`config.mk`:
```
export PLATFORM = sky130hd
export DESIGN_NAME = rxq_buffer
export DESIGN_NICKNAME = d
export VERILOG_FILES = /design/src/rtl/rxq_pkg.sv /design/src/rtl/rxq_slots.sv /design/src/rtl/rxq_ctrl.sv /design/src/rtl/rxq_buffer.sv
export SDC_FILE = /design/constraint.sdc
export NUM_CORES = 1
export LEC_CHECK = 0
export ABC_AREA = 1
export BUFFER_PORTS_ARGS = -buffer_cell sky130_fd_sc_hd__buf_2
export CORE_ASPECT_RATIO = 0.5
export CORE_MARGIN = 2
export CORE_UTILIZATION = 45
export CTS_BUF_LIST = sky130_fd_sc_hd__clkbuf_16
export DETAILED_ROUTE_END_ITERATION = 10
export PLACE_DENSITY = 0.63
export SLEW_MARGIN = 20
export SYNTH_ARGS = -nofsm -noshare
export SYNTH_HDL_FRONTEND = slang
export SYNTH_SLANG_ARGS = --single-unit
```
`constraint.sdc`:
```
create_clock -name clk -period 6.2 [get_ports clk]
set_clock_uncertainty 0.2 [all_clocks]
set_input_delay 0.62 -clock clk [delete_from_list [all_inputs] [get_ports clk]]
set_output_delay 0.62 -clock clk [all_outputs]
set_load 0.01 [all_outputs]
```
`src/rtl/rxq_pkg.sv`:
```
package rxq_pkg;
    localparam int CHAR_W = 8;

    localparam int SB_RDY  = 0;
    localparam int SB_FULL = 1;
    localparam int SB_TXR  = 2;
    localparam int SB_TXE  = 3;
    localparam int SB_OVR  = 4;
    localparam int SB_PAR  = 5;
    localparam int SB_FRM  = 6;
    localparam int SB_BRK  = 7;

    typedef struct packed {
        logic              en;
        logic              rdy;
        logic              full;
        logic              ovr;
        logic              par;
        logic              frm;
        logic              brk;
        logic              hold_v;
        logic [CHAR_W-1:0] hold;
    } rx_ctrl_t;
endpackage

```
`src/rtl/rxq_slots.sv`:
```
module rxq_slots #(
    parameter int DEPTH = 3,
    parameter int W     = 8,
    localparam int PW   = (DEPTH > 1) ? $clog2(DEPTH) : 1,
    localparam int CW   = $clog2(DEPTH + 1)
) (
    input  logic          clk,
    input  logic          rst_n,
    input  logic          push,
    input  logic [W-1:0]  push_data,
    input  logic          pop,
    input  logic          clear,
    output logic [W-1:0]  head,
    output logic [CW-1:0] count
);
    typedef struct packed {
        logic [DEPTH-1:0][W-1:0] mem;
        logic [PW-1:0]           rp;
        logic [PW-1:0]           wp;
        logic [CW-1:0]           cnt;
    } slots_t;

    slots_t st_d, st_q;

    function automatic logic [PW-1:0] nxt(input logic [PW-1:0] p);
        return (p == PW'(DEPTH - 1)) ? '0 : p + PW'(1);
    endfunction

    always_comb begin
        st_d = st_q;
        if (clear) begin
            st_d.rp  = '0;
            st_d.wp  = '0;
            st_d.cnt = '0;
        end else begin
            if (pop) st_d.rp = nxt(st_q.rp);
            if (push) begin
                st_d.mem[st_q.wp] = push_data;
                st_d.wp = nxt(st_q.wp);
            end
            st_d.cnt = st_q.cnt - CW'(pop) + CW'(push);
        end
    end

    always_ff @(posedge clk) begin
        if (!rst_n) st_q <= '0;
        else        st_q <= st_d;
    end

    assign head  = st_q.mem[st_q.rp];
    assign count = st_q.cnt;

    a_r2_count_bound: assert property (@(posedge clk) disable iff (!rst_n)
        st_q.cnt <= CW'(DEPTH));
    a_r2_push_needs_room: assert property (@(posedge clk) disable iff (!rst_n)
        (push && !clear && st_q.cnt == CW'(DEPTH)) |-> pop);
    a_r2_pop_needs_data: assert property (@(posedge clk) disable iff (!rst_n)
        (pop && !clear) |-> (st_q.cnt != '0));
endmodule

```
`src/rtl/rxq_ctrl.sv`:
```
module rxq_ctrl
    import rxq_pkg::*;
#(
    parameter int DEPTH = 3,
    localparam int CW   = $clog2(DEPTH + 1)
) (
    input  logic              clk,
    input  logic              rst_n,
    input  logic              in_valid,
    input  logic [CHAR_W-1:0] in_data,
    input  logic              in_perr,
    input  logic              in_ferr,
    input  logic              in_brk,
    input  logic              rd_en,
    input  logic              cmd_enable,
    input  logic              cmd_disable,
    input  logic              cmd_reset,
    input  logic              cmd_err_clr,
    input  logic [CW-1:0]     fifo_cnt,
    input  logic [CHAR_W-1:0] fifo_head,
    output logic              push,
    output logic [CHAR_W-1:0] push_data,
    output logic              pop,
    output logic              clear,
    output logic [CHAR_W-1:0] rd_data,
    output logic [7:0]        rx_bits
);
    rx_ctrl_t st_d, st_q;

    logic do_read, refill, accept, to_fifo;
    int   c_after_read, c_after_refill, c_final;

    always_comb begin
        st_d = st_q;

        do_read = rd_en && st_q.en && (fifo_cnt != '0);
        refill  = do_read && st_q.hold_v;
        accept  = in_valid && st_q.en;

        c_after_read   = int'(fifo_cnt) - (do_read ? 1 : 0);
        c_after_refill = c_after_read + (refill ? 1 : 0);
        to_fifo        = accept && (c_after_refill < DEPTH);
        c_final        = c_after_refill + (to_fifo ? 1 : 0);

        // host read step
        if (do_read) begin
            st_d.full = 1'b0;
            st_d.par  = 1'b0;
            st_d.brk  = 1'b0;
        end
        if (refill) begin
            st_d.hold_v = 1'b0;
            if (c_after_refill == DEPTH) st_d.full = 1'b1;
        end
        if (do_read && c_final == 0) st_d.rdy = 1'b0;

        // arrival step
        if (accept) begin
            st_d.rdy = 1'b1;
            if (in_perr) st_d.par = 1'b1;
            if (in_ferr) st_d.frm = 1'b1;
            if (in_brk)  st_d.brk = 1'b1;
            if (to_fifo) begin
                if (c_final == DEPTH) st_d.full = 1'b1;
            end else begin
                if (st_q.hold_v && !refill) st_d.ovr = 1'b1;
                st_d.hold_v = 1'b1;
                st_d.hold   = in_data;
            end
        end

        // control step
        if (cmd_disable) begin
            st_d.en  = 1'b0;
            st_d.rdy = 1'b0;
        end else if (cmd_enable) begin
            st_d.en  = 1'b1;
            st_d.rdy = 1'b0;
        end
        if (cmd_err_clr) begin
            st_d.ovr = 1'b0;
            st_d.par = 1'b0;
            st_d.frm = 1'b0;
            st_d.brk = 1'b0;
        end
        if (cmd_reset) begin
            st_d.en     = 1'b0;
            st_d.rdy    = 1'b0;
            st_d.full   = 1'b0;
            st_d.hold_v = 1'b0;
        end
    end

    always_ff @(posedge clk) begin
        if (!rst_n) st_q <= '0;
        else        st_q <= st_d;
    end

    assign pop       = do_read;
    assign push      = refill || to_fifo;
    assign push_data = refill ? st_q.hold : in_data;
    assign clear     = cmd_reset;
    assign rd_data   = do_read ? fifo_head : '0;

    always_comb begin
        rx_bits          = '0;
        rx_bits[SB_RDY]  = st_q.rdy;
        rx_bits[SB_FULL] = st_q.full;
        rx_bits[SB_OVR]  = st_q.ovr;
        rx_bits[SB_PAR]  = st_q.par;
        rx_bits[SB_FRM]  = st_q.frm;
        rx_bits[SB_BRK]  = st_q.brk;
    end

    // a held character only exists while the store is full
    a_r4_hold_implies_full: assert property (@(posedge clk) disable iff (!rst_n)
        st_q.hold_v |-> (fifo_cnt == CW'(DEPTH)));
    // the full flag tracks the store occupancy
    a_r3_full_flag_matches: assert property (@(posedge clk) disable iff (!rst_n)
        st_q.full == (fifo_cnt == CW'(DEPTH)));
    // overrun survives reads
    a_r5_overrun_sticky: assert property (@(posedge clk) disable iff (!rst_n)
        (st_q.ovr && !cmd_err_clr) |=> st_q.ovr);
    // a disabled receiver does not move the store
    a_r7_disabled_frozen: assert property (@(posedge clk) disable iff (!rst_n)
        (!st_q.en && !cmd_reset) |=> $stable(fifo_cnt));
    // empty read returns zero
    a_r7_empty_read_zero: assert property (@(posedge clk) disable iff (!rst_n)
        (rd_en && fifo_cnt == '0) |-> (rd_data == '0));
    // reset empties the store
    a_r9_reset_empties: assert property (@(posedge clk) disable iff (!rst_n)
        cmd_reset |=> (fifo_cnt == '0 && !st_q.hold_v && !st_q.en));
endmodule

```
`src/rtl/rxq_buffer.sv`:
```
module rxq_buffer
    import rxq_pkg::*;
#(
    parameter int DEPTH = 3,
    localparam int CW   = $clog2(DEPTH + 1)
) (
    input  logic        clk,
    input  logic        rst_n,
    input  logic        in_valid,
    input  logic [7:0]  in_data,
    input  logic        in_perr,
    input  logic        in_ferr,
    input  logic        in_brk,
    input  logic        rd_en,
    output logic [7:0]  rd_data,
    input  logic        cmd_enable,
    input  logic        cmd_disable,
    input  logic        cmd_reset,
    input  logic        cmd_err_clr,
    input  logic        tx_ready,
    input  logic        tx_empty,
    output logic [7:0]  status,
    output logic        rx_ready
);
    logic              push, pop, clear;
    logic [CHAR_W-1:0] push_data, head;
    logic [CW-1:0]     cnt;
    logic [7:0]        rx_bits;

    rxq_slots #(.DEPTH(DEPTH), .W(CHAR_W)) u_slots (
        .clk(clk), .rst_n(rst_n), .push(push), .push_data(push_data),
        .pop(pop), .clear(clear), .head(head), .count(cnt)
    );

    rxq_ctrl #(.DEPTH(DEPTH)) u_ctrl (
        .clk(clk), .rst_n(rst_n), .in_valid(in_valid), .in_data(in_data),
        .in_perr(in_perr), .in_ferr(in_ferr), .in_brk(in_brk), .rd_en(rd_en),
        .cmd_enable(cmd_enable), .cmd_disable(cmd_disable),
        .cmd_reset(cmd_reset), .cmd_err_clr(cmd_err_clr),
        .fifo_cnt(cnt), .fifo_head(head), .push(push), .push_data(push_data),
        .pop(pop), .clear(clear), .rd_data(rd_data), .rx_bits(rx_bits)
    );

    always_comb begin
        status         = rx_bits;
        status[SB_TXR] = tx_ready;
        status[SB_TXE] = tx_empty;
    end
    assign rx_ready = rx_bits[SB_RDY];

    // port-level consistency of the status byte
    a_r6_ready_mirrors: assert property (@(posedge clk) disable iff (!rst_n)
        rx_ready == status[SB_RDY]);
    a_r12_tx_passthru: assert property (@(posedge clk) disable iff (!rst_n)
        (status[SB_TXR] == tx_ready) && (status[SB_TXE] == tx_empty));
endmodule

```
=== After elaboration in Yosys (flattened, before gate mapping) ===
Cells that the tools add are included.

* Register bits after elaboration: 46
* Memories: 0
* Bits in latches: 0
* Memory bits (read-only): 0
* Input port bits: 21
* Memory bits (writable): 0
* Word-level logic and storage cells: 82

* Multiplexer cells: 28
* Multiply operators: 0
* Add/subtract/negate cells: 7
* Reduce and logical (&&, ||, !) cells: 21
* Bitwise operators: 3
* $lt $le $gt $ge: 4
* Equality and inequality tests: 4
* Div/mod/pow operators: 0
* Shift operators: 0

{| class="wikitable"
|+ Operators with widths
! kind !! count
|-
| 32-bit adder || 2
|-
| 32-bit by 3-bit equality test with 1-bit output (second input constant) || 2
|-
| 32-bit logical NOT || 1
|-
| 32-bit by 3-bit less-than comparator with 1-bit output (second input constant) || 1
|-
| 8-bit 2-to-1 mux || 4
|-
| 3-bit by 32-bit subtractor with 32-bit output || 1
|-
| 24-bit bitwise mux || 1
|-
| 1-bit 2-to-1 mux || 17
|-
| 8-bit binary-select mux with 2-bit select || 1
|-
| 8-bit demux with 2-bit select || 1
|-
| 15-bit 2-to-1 mux || 1
|-
| 9-bit 2-to-1 mux || 1
|-
| 1-bit logical AND || 8
|-
| 2-bit by 3-bit less-than comparator with 1-bit output (second input constant) || 2
|-
| 2-bit AND reduction || 3
|-
| 2-bit by 1-bit adder with 2-bit output (second input constant) || 2
|-
| 2-bit equality test (second input constant) || 2
|-
| 2-bit 2-to-1 mux || 2
|-
| 2-bit nonzero test || 2
|-
| 2-bit OR reduction || 2
|-
| 4-bit OR reduction || 1
|-
| 1-bit NOT || 3
|-
| 3-bit AND reduction || 1
|-
| 3-bit OR reduction || 1
|-
| other kinds (5) || 5
|}

=== Logic depth before layout (Yosys ltp) ===
* Depth after elaboration: 13
* Depth in mapped cells: 23
* Depth with buffers taken out: 23

=== Cells and area by module ===
From an unflattened synthesis, not the netlist that was laid out.

* Cell total of the unflattened synthesis: 416
* Area total of the unflattened synthesis: 2763.9 sq um

{| class="wikitable"
|+ Modules (own cells, without submodules)
! module !! instances !! seq. area each (sq um) !! cells each !! area an instance (sq um)
|-
| rxq_slots || 1 || 600.6 || 219 || 1510.2
|-
| rxq_ctrl || 1 || 320.3 || 194 || 1231.2
|-
| rxq_buffer || 1 || 0.0 || 3 || 22.5
|}

=== Worst setup path before layout ===
No wires, ideal clock.

* Kind: input port to flip-flop
* From: input rd_en
* To: register u_ctrl.st_q, in the netlist u_ctrl.rx_bits[0]
* Stages: 21
* Arrival: 3.292 ns
* Path slack: 2.591 ns
* Cells stage by stage: nand2_1 > inv_1 > nand2_1 > nor2_1 > ha_1 > inv_1 > fa_1 > ha_1 > inv_1 > nor2_4 > nand2_2 > nand2_4 > nand2_4 > inv_1 > ha_1 > ha_1 > or2_2 > nor2_1 > nand4_1 > nand2_1 > a21oi_1

* Cells in the longest elaborated chain, start to end: 12

{| class="wikitable"
|+ Ends and longest elaborated chain
! what !! line !! text
|-
| start, declared || rxq_buffer.sv:14 || <nowiki>input logic rd_en,</nowiki>
|-
| 1-bit logical AND (*) (2 in a row) || rxq_ctrl.sv:36 || <nowiki>do_read = rd_en && st_q.en && (fifo_cnt != '0);</nowiki>
|-
| 1-bit 2-to-1 mux or 1-bit logical AND (tied branches) || rxq_ctrl.sv:40, rxq_ctrl.sv:37 ||
|-
| 3-bit by 32-bit subtractor with 32-bit output or 1-bit 2-to-1 mux (tied branches) || rxq_ctrl.sv:40, rxq_ctrl.sv:41 ||
|-
| 32-bit adder || rxq_ctrl.sv:41 || <nowiki>c_after_refill = c_after_read + (refill ? 1 : 0);</nowiki>
|-
| 32-bit by 3-bit less-than comparator with 1-bit output || rxq_ctrl.sv:42 || <nowiki>to_fifo = accept && (c_after_refill < DEPTH);</nowiki>
|-
| 1-bit logical AND || rxq_ctrl.sv:42 ||
|-
| 1-bit 2-to-1 mux || rxq_ctrl.sv:43 || <nowiki>c_final = c_after_refill + (to_fifo ? 1 : 0);</nowiki>
|-
| 32-bit adder || rxq_ctrl.sv:43 ||
|-
| 32-bit logical NOT || rxq_ctrl.sv:55 || <nowiki>if (do_read && c_final == 0) st_d.rdy = 1'b0;</nowiki>
|-
| 1-bit logical AND (*) || rxq_ctrl.sv:55 ||
|-
| 2-bit nonzero test (no source line) (*) || -- ||
|-
| end signal, assigned || rxq_ctrl.sv:96 || <nowiki>else st_q <= st_d;</nowiki>
|-
| end, declared || rxq_ctrl.sv:28 || <nowiki>rx_ctrl_t st_d, st_q;</nowiki>
|}

Every way passes the cells marked *; elsewhere a longest branch is shown, timed or not.
A chain may end at the register's enable or synchronous reset.

=== Worst setup path in the final report ===
* From: register u_slots.st_q, in the netlist u_slots.count[1]
* To: register u_ctrl.st_q, in the netlist u_ctrl.rx_bits[0]

* Cells in the longest elaborated chain, start to end: 12

{| class="wikitable"
|+ Ends and longest elaborated chain
! what !! line !! text
|-
| start, declared || rxq_slots.sv:23 || <nowiki>slots_t st_d, st_q;</nowiki>
|-
| start signal, assigned || rxq_slots.sv:47 || <nowiki>else st_q <= st_d;</nowiki>
|-
| 2-bit nonzero test || rxq_ctrl.sv:36 ||
|-
| 1-bit logical AND || rxq_ctrl.sv:36 ||
|-
| 1-bit 2-to-1 mux or 1-bit logical AND (tied branches) || rxq_ctrl.sv:40, rxq_ctrl.sv:37 ||
|-
| 3-bit by 32-bit subtractor with 32-bit output or 1-bit 2-to-1 mux (tied branches) || rxq_ctrl.sv:40, rxq_ctrl.sv:41 ||
|-
| 32-bit adder || rxq_ctrl.sv:41 ||
|-
| 32-bit by 3-bit less-than comparator with 1-bit output || rxq_ctrl.sv:42 ||
|-
| 1-bit logical AND || rxq_ctrl.sv:42 ||
|-
| 1-bit 2-to-1 mux || rxq_ctrl.sv:43 ||
|-
| 32-bit adder || rxq_ctrl.sv:43 ||
|-
| 32-bit logical NOT || rxq_ctrl.sv:55 ||
|-
| 1-bit logical AND (*) || rxq_ctrl.sv:55 ||
|-
| 2-bit nonzero test (no source line) (*) || -- ||
|}

Marked as above.

==> summary.txt <==
Run status
  • Status: complete, no violations

Cells and area
  • Nets@finish: 441
  • Most common cell after layout, fill and taps aside: nand2_1
  • Area of the multi-input gates: 1254 um^2
  • Layout cell share with drive strength beyond 1: about 17%
  • Reg area: 920.9 um^2
  • Most frequent cells in the layout: nand2_1 (89), inv_1 (68), nor2_1 (61)
  • Layout area overhead: 10.85%
  • Filler instances: 569
  • Design area: roughly 2900 um^2
  • Number of diodes: 0

Critical path
  • CP max stage delay: 0.44 ns
  • Worst path slowest cell: dfxtp_1
  • WP data arrival: 3.70 ns
  • CP dominant cell by count: ha_1
  • Worst-path fanout max: 8
  • Worst-path cell chain: inv_2 > nand2_2 > nand2_1 > nor2_1 > ha_1 > inv_1 > fa_1 > ha_1 > inv_1 > nor2_4 > nand2_2 > nand2_4 > nand2_4 > inv_1 > ha_1 > ha_1 > or2_2 > nor2_1 > nand4_1 > nand2_1 > a21oi_1
  • Worst path required time: 6.18 ns
  • Crit Path Class: register to register
  • Worst Setup End Kind: register
  • Critical Path Source Type: register

Timing
  • RSZ-0062 raised after global routing: false
  • Tcrit/Tclk final: roughly three fifths
  • Slew HR: 62.37%
  • Worst-margin pin slew: roughly 0.56 ns
  • Count of final hold-check violations: 0
  • Maximum clock rate: 268.4 MHz
  • Final Max Tran Viols: 0
  • Min cycle time layout: ~3.7 ns
  • Final setup TNS: 0 ns
  • Number of setup violations in the final report: 0

Pwr
  • Combinational share of power: 4.4%
  • Clock Power Share: 47.8%
  • Sw Pwr: around 130 uW
  • Total power: 621.8 uW
  • Static leakage: 0.001455 uW
  • Internal: roughly 500 uW
  • Switching Share: 20.80%
  • Pwr/cell area: 216.3 nW/um^2
  • Seq pwr share: 47.8%
  • Worst vdd ir: 0.0001276 V

CTS
  • CTS clk-pin slew, worst paths: 0.06 ns
  • Root Driver: clkbuf_16
  • Clock buffer depth: 2
  • Setup Fix Bufs, Post-CTS: 0
  • Clock latency on the worst-skew pair: 0.28 ns
  • CTS tree: built
  • Cts hold-fix bufs: 0
  • Clk sink count: between 40 and 50
  • CTS resizes: 0
  • CTS buffer count: 5
  • H-Tree Depth: 2

Logic synthesis
  • Synthesized instance count: 389
  • Mapped Avg Cell Area: between 6 and 7 um^2
  • Simple-gate share of the synthesized area: 34.20%
  • Synth Area in Compound Gates: a little under a tenth
  • Synth Area in XOR/XNOR: 0.3377%
  • Post-synthesis mux area share: 0%
  • Yosys warns: 0
  • Largest family of logic cells by synthesized area: simple AND/OR/NAND/NOR gates
  • Yosys cell types: 32
  • Seq/Total Area, Yosys: 35.50%
  • Seq cells post-synth: 46
  • Post-Syn Nets: 419
  • Synthesized cell area: about 2600 um^2
  • Fraction of the mapped netlist area in adder cells: 4.631%

Die
  • Top-level I/O count: 38
  • Height of the die: roughly 58 um
  • Die X: 111.4 um
  • # rows: 19
  • DIE AREA: 6424 um^2
  • Core area: between 5000 and 6000 um^2
  • Initial core utilization: 47.03%

Place
  • Placed cell areas: 2716 um^2
  • Final HPWL DP: 4121 um
  • GP Congestion: roughly 0.90
  • Port Buffer Count: 33

GRT
  • Gr usage total: a little under 20%
  • Initial antenna violation count: 0
  • GRT overflow: 0
  • Global-route wire length before repair: 10180 um
  • Vias in the first global route: 2228
  • Largest net degree at the start of global routing: 33

Detailed routing
  • WL final: 5849 um
  • DR DRC count: 0
  • Initial detailed-routing violation count: 130
  • Post-DR vias/cell: between 4 and 5
  • DR WL/cell: 12.08 um
  • Total number of vias: about 2.3k
  • Post-route ant nets: 0
  • Pre-Repair DR Iteration Count: 5

Min path
  • Worst hold path type: register to register

Run
  • Max-cap violations: 0
power groups by stage:
stage	sequential [uW]	clock, uW	combinational [uW]
floorplan	304	0	18.4
global placement	304	0	26.6
detailed placement	304	0	27.1
CTS	297	304	27.3
global route	297	315	31.6
finish	297	297	27.3
cells in the mapped netlist:
master / n / share of area, %
nand2_1: 89 / 13
inv_1: 68 / 9.8
nor2_1: 61 / 8.8
dfxtp_1: 46 / 36
a21oi_1: 19 / 3.7
o21ai_0: 16 / 3.1
nand3_1: 11 / 2.1
nand2_2: 9 / 2.2
nand4_1: 9 / 2.2
buf_4: 8 / 2.3
ha_1: 8 / 3.9
o22ai_1: 6 / 1.4
buf_2: 5 / 0.96
inv_2: 5 / 0.72
nand2_4: 3 / 1.3
nor2_2: 3 / 0.72
or2_2: 3 / 0.72
buf_6: 2 / 0.87
clkbuf_4: 2 / 0.58
nand3_2: 2 / 0.77
nand3_4: 2 / 1.4
o221ai_1: 2 / 0.68
buf_8: 1 / 0.58
clkbuf_1: 1 / 0.14
clkinv_1: 1 / 0.14
fa_1: 1 / 0.77
nand3b_1: 1 / 0.29
nor2_4: 1 / 0.43
nor3_1: 1 / 0.19
o21a_1: 1 / 0.29
or3_1: 1 / 0.24
xnor2_1: 1 / 0.34
worst max-delay path, delay by kind of cell (launching register included):
family | cells | cell delay, ns
AO/OA/AOI/OAI | 1 | 0.05
adder cells (fa/ha/maj) | 5 | 1.32
buffers and inverters | 4 | 0.31
flip-flops | 1 | 0.44
AND/OR/NAND/NOR | 11 | 1.27
path summary, 6_finish.rpt:
path              depth (start not counted)  slack (ns)                 to               from
setup / recovery                         21        2.47  u_ctrl.rx_bits[0]   u_slots.count[1]
hold / removal                            2        0.25  u_ctrl.rx_bits[6]  u_ctrl.rx_bits[6]
setup reg to reg                         21        2.47  u_ctrl.rx_bits[0]   u_slots.count[1]
hold reg to reg                           2        0.25  u_ctrl.rx_bits[6]  u_ctrl.rx_bits[6]
layout make-up:
cell class | instances | share of cell area [%]
inverter | 74 | 9.661
sequential | 46 | 32.03
multi-input combinational | 250 | 43.60
clock inverter | 2 | 1.175
timing repair buffer | 34 | 6.005
clock buffer | 5 | 4.352
tap | 73 | 3.177
flip-flops by register name, summed over array words and instances (netlist names):
name / flops
u_slots.st_q: 28
u_ctrl.st_q: 10
u_ctrl.rx_bits: 6
u_slots.count: 2
metal layers:
metal	track usage (%)	vias up	wire length (um)
met5	0	-	0
met3	4.289	4	352
li1	-	1220	-
met1	26.59	1047	2882
met4	4.938	0	35
met2	33.19	51	2578
kinds of logic (layout without fill, tap and decap cells):
logic type	Yosys count	after routing
fa+ha+maj	9	9
simple gates	196	196
xor+xnor	1	1
compound gates	44	44
flops	46	46
buf+inv	93	115
stage by stage:
step | setup WS [ns] | utilization, % | instances | hold WS [ns]
3_3_place_gp | 2.369 | 49.25 | 477 | 0.2331
6_report | 2.475 | 52.13 | 484 | 0.2484
4_1_cts | 2.472 | 52.13 | 484 | 0.2516
5_1_grt | 2.206 | 52.13 | 484 | 0.2750
3_5_place_dp | 2.195 | 49.25 | 477 | 0.2409
2_1_floorplan | 2.591 | - | 389 | 0.2247
Note: power is estimated with default switching activity, not from simulation.
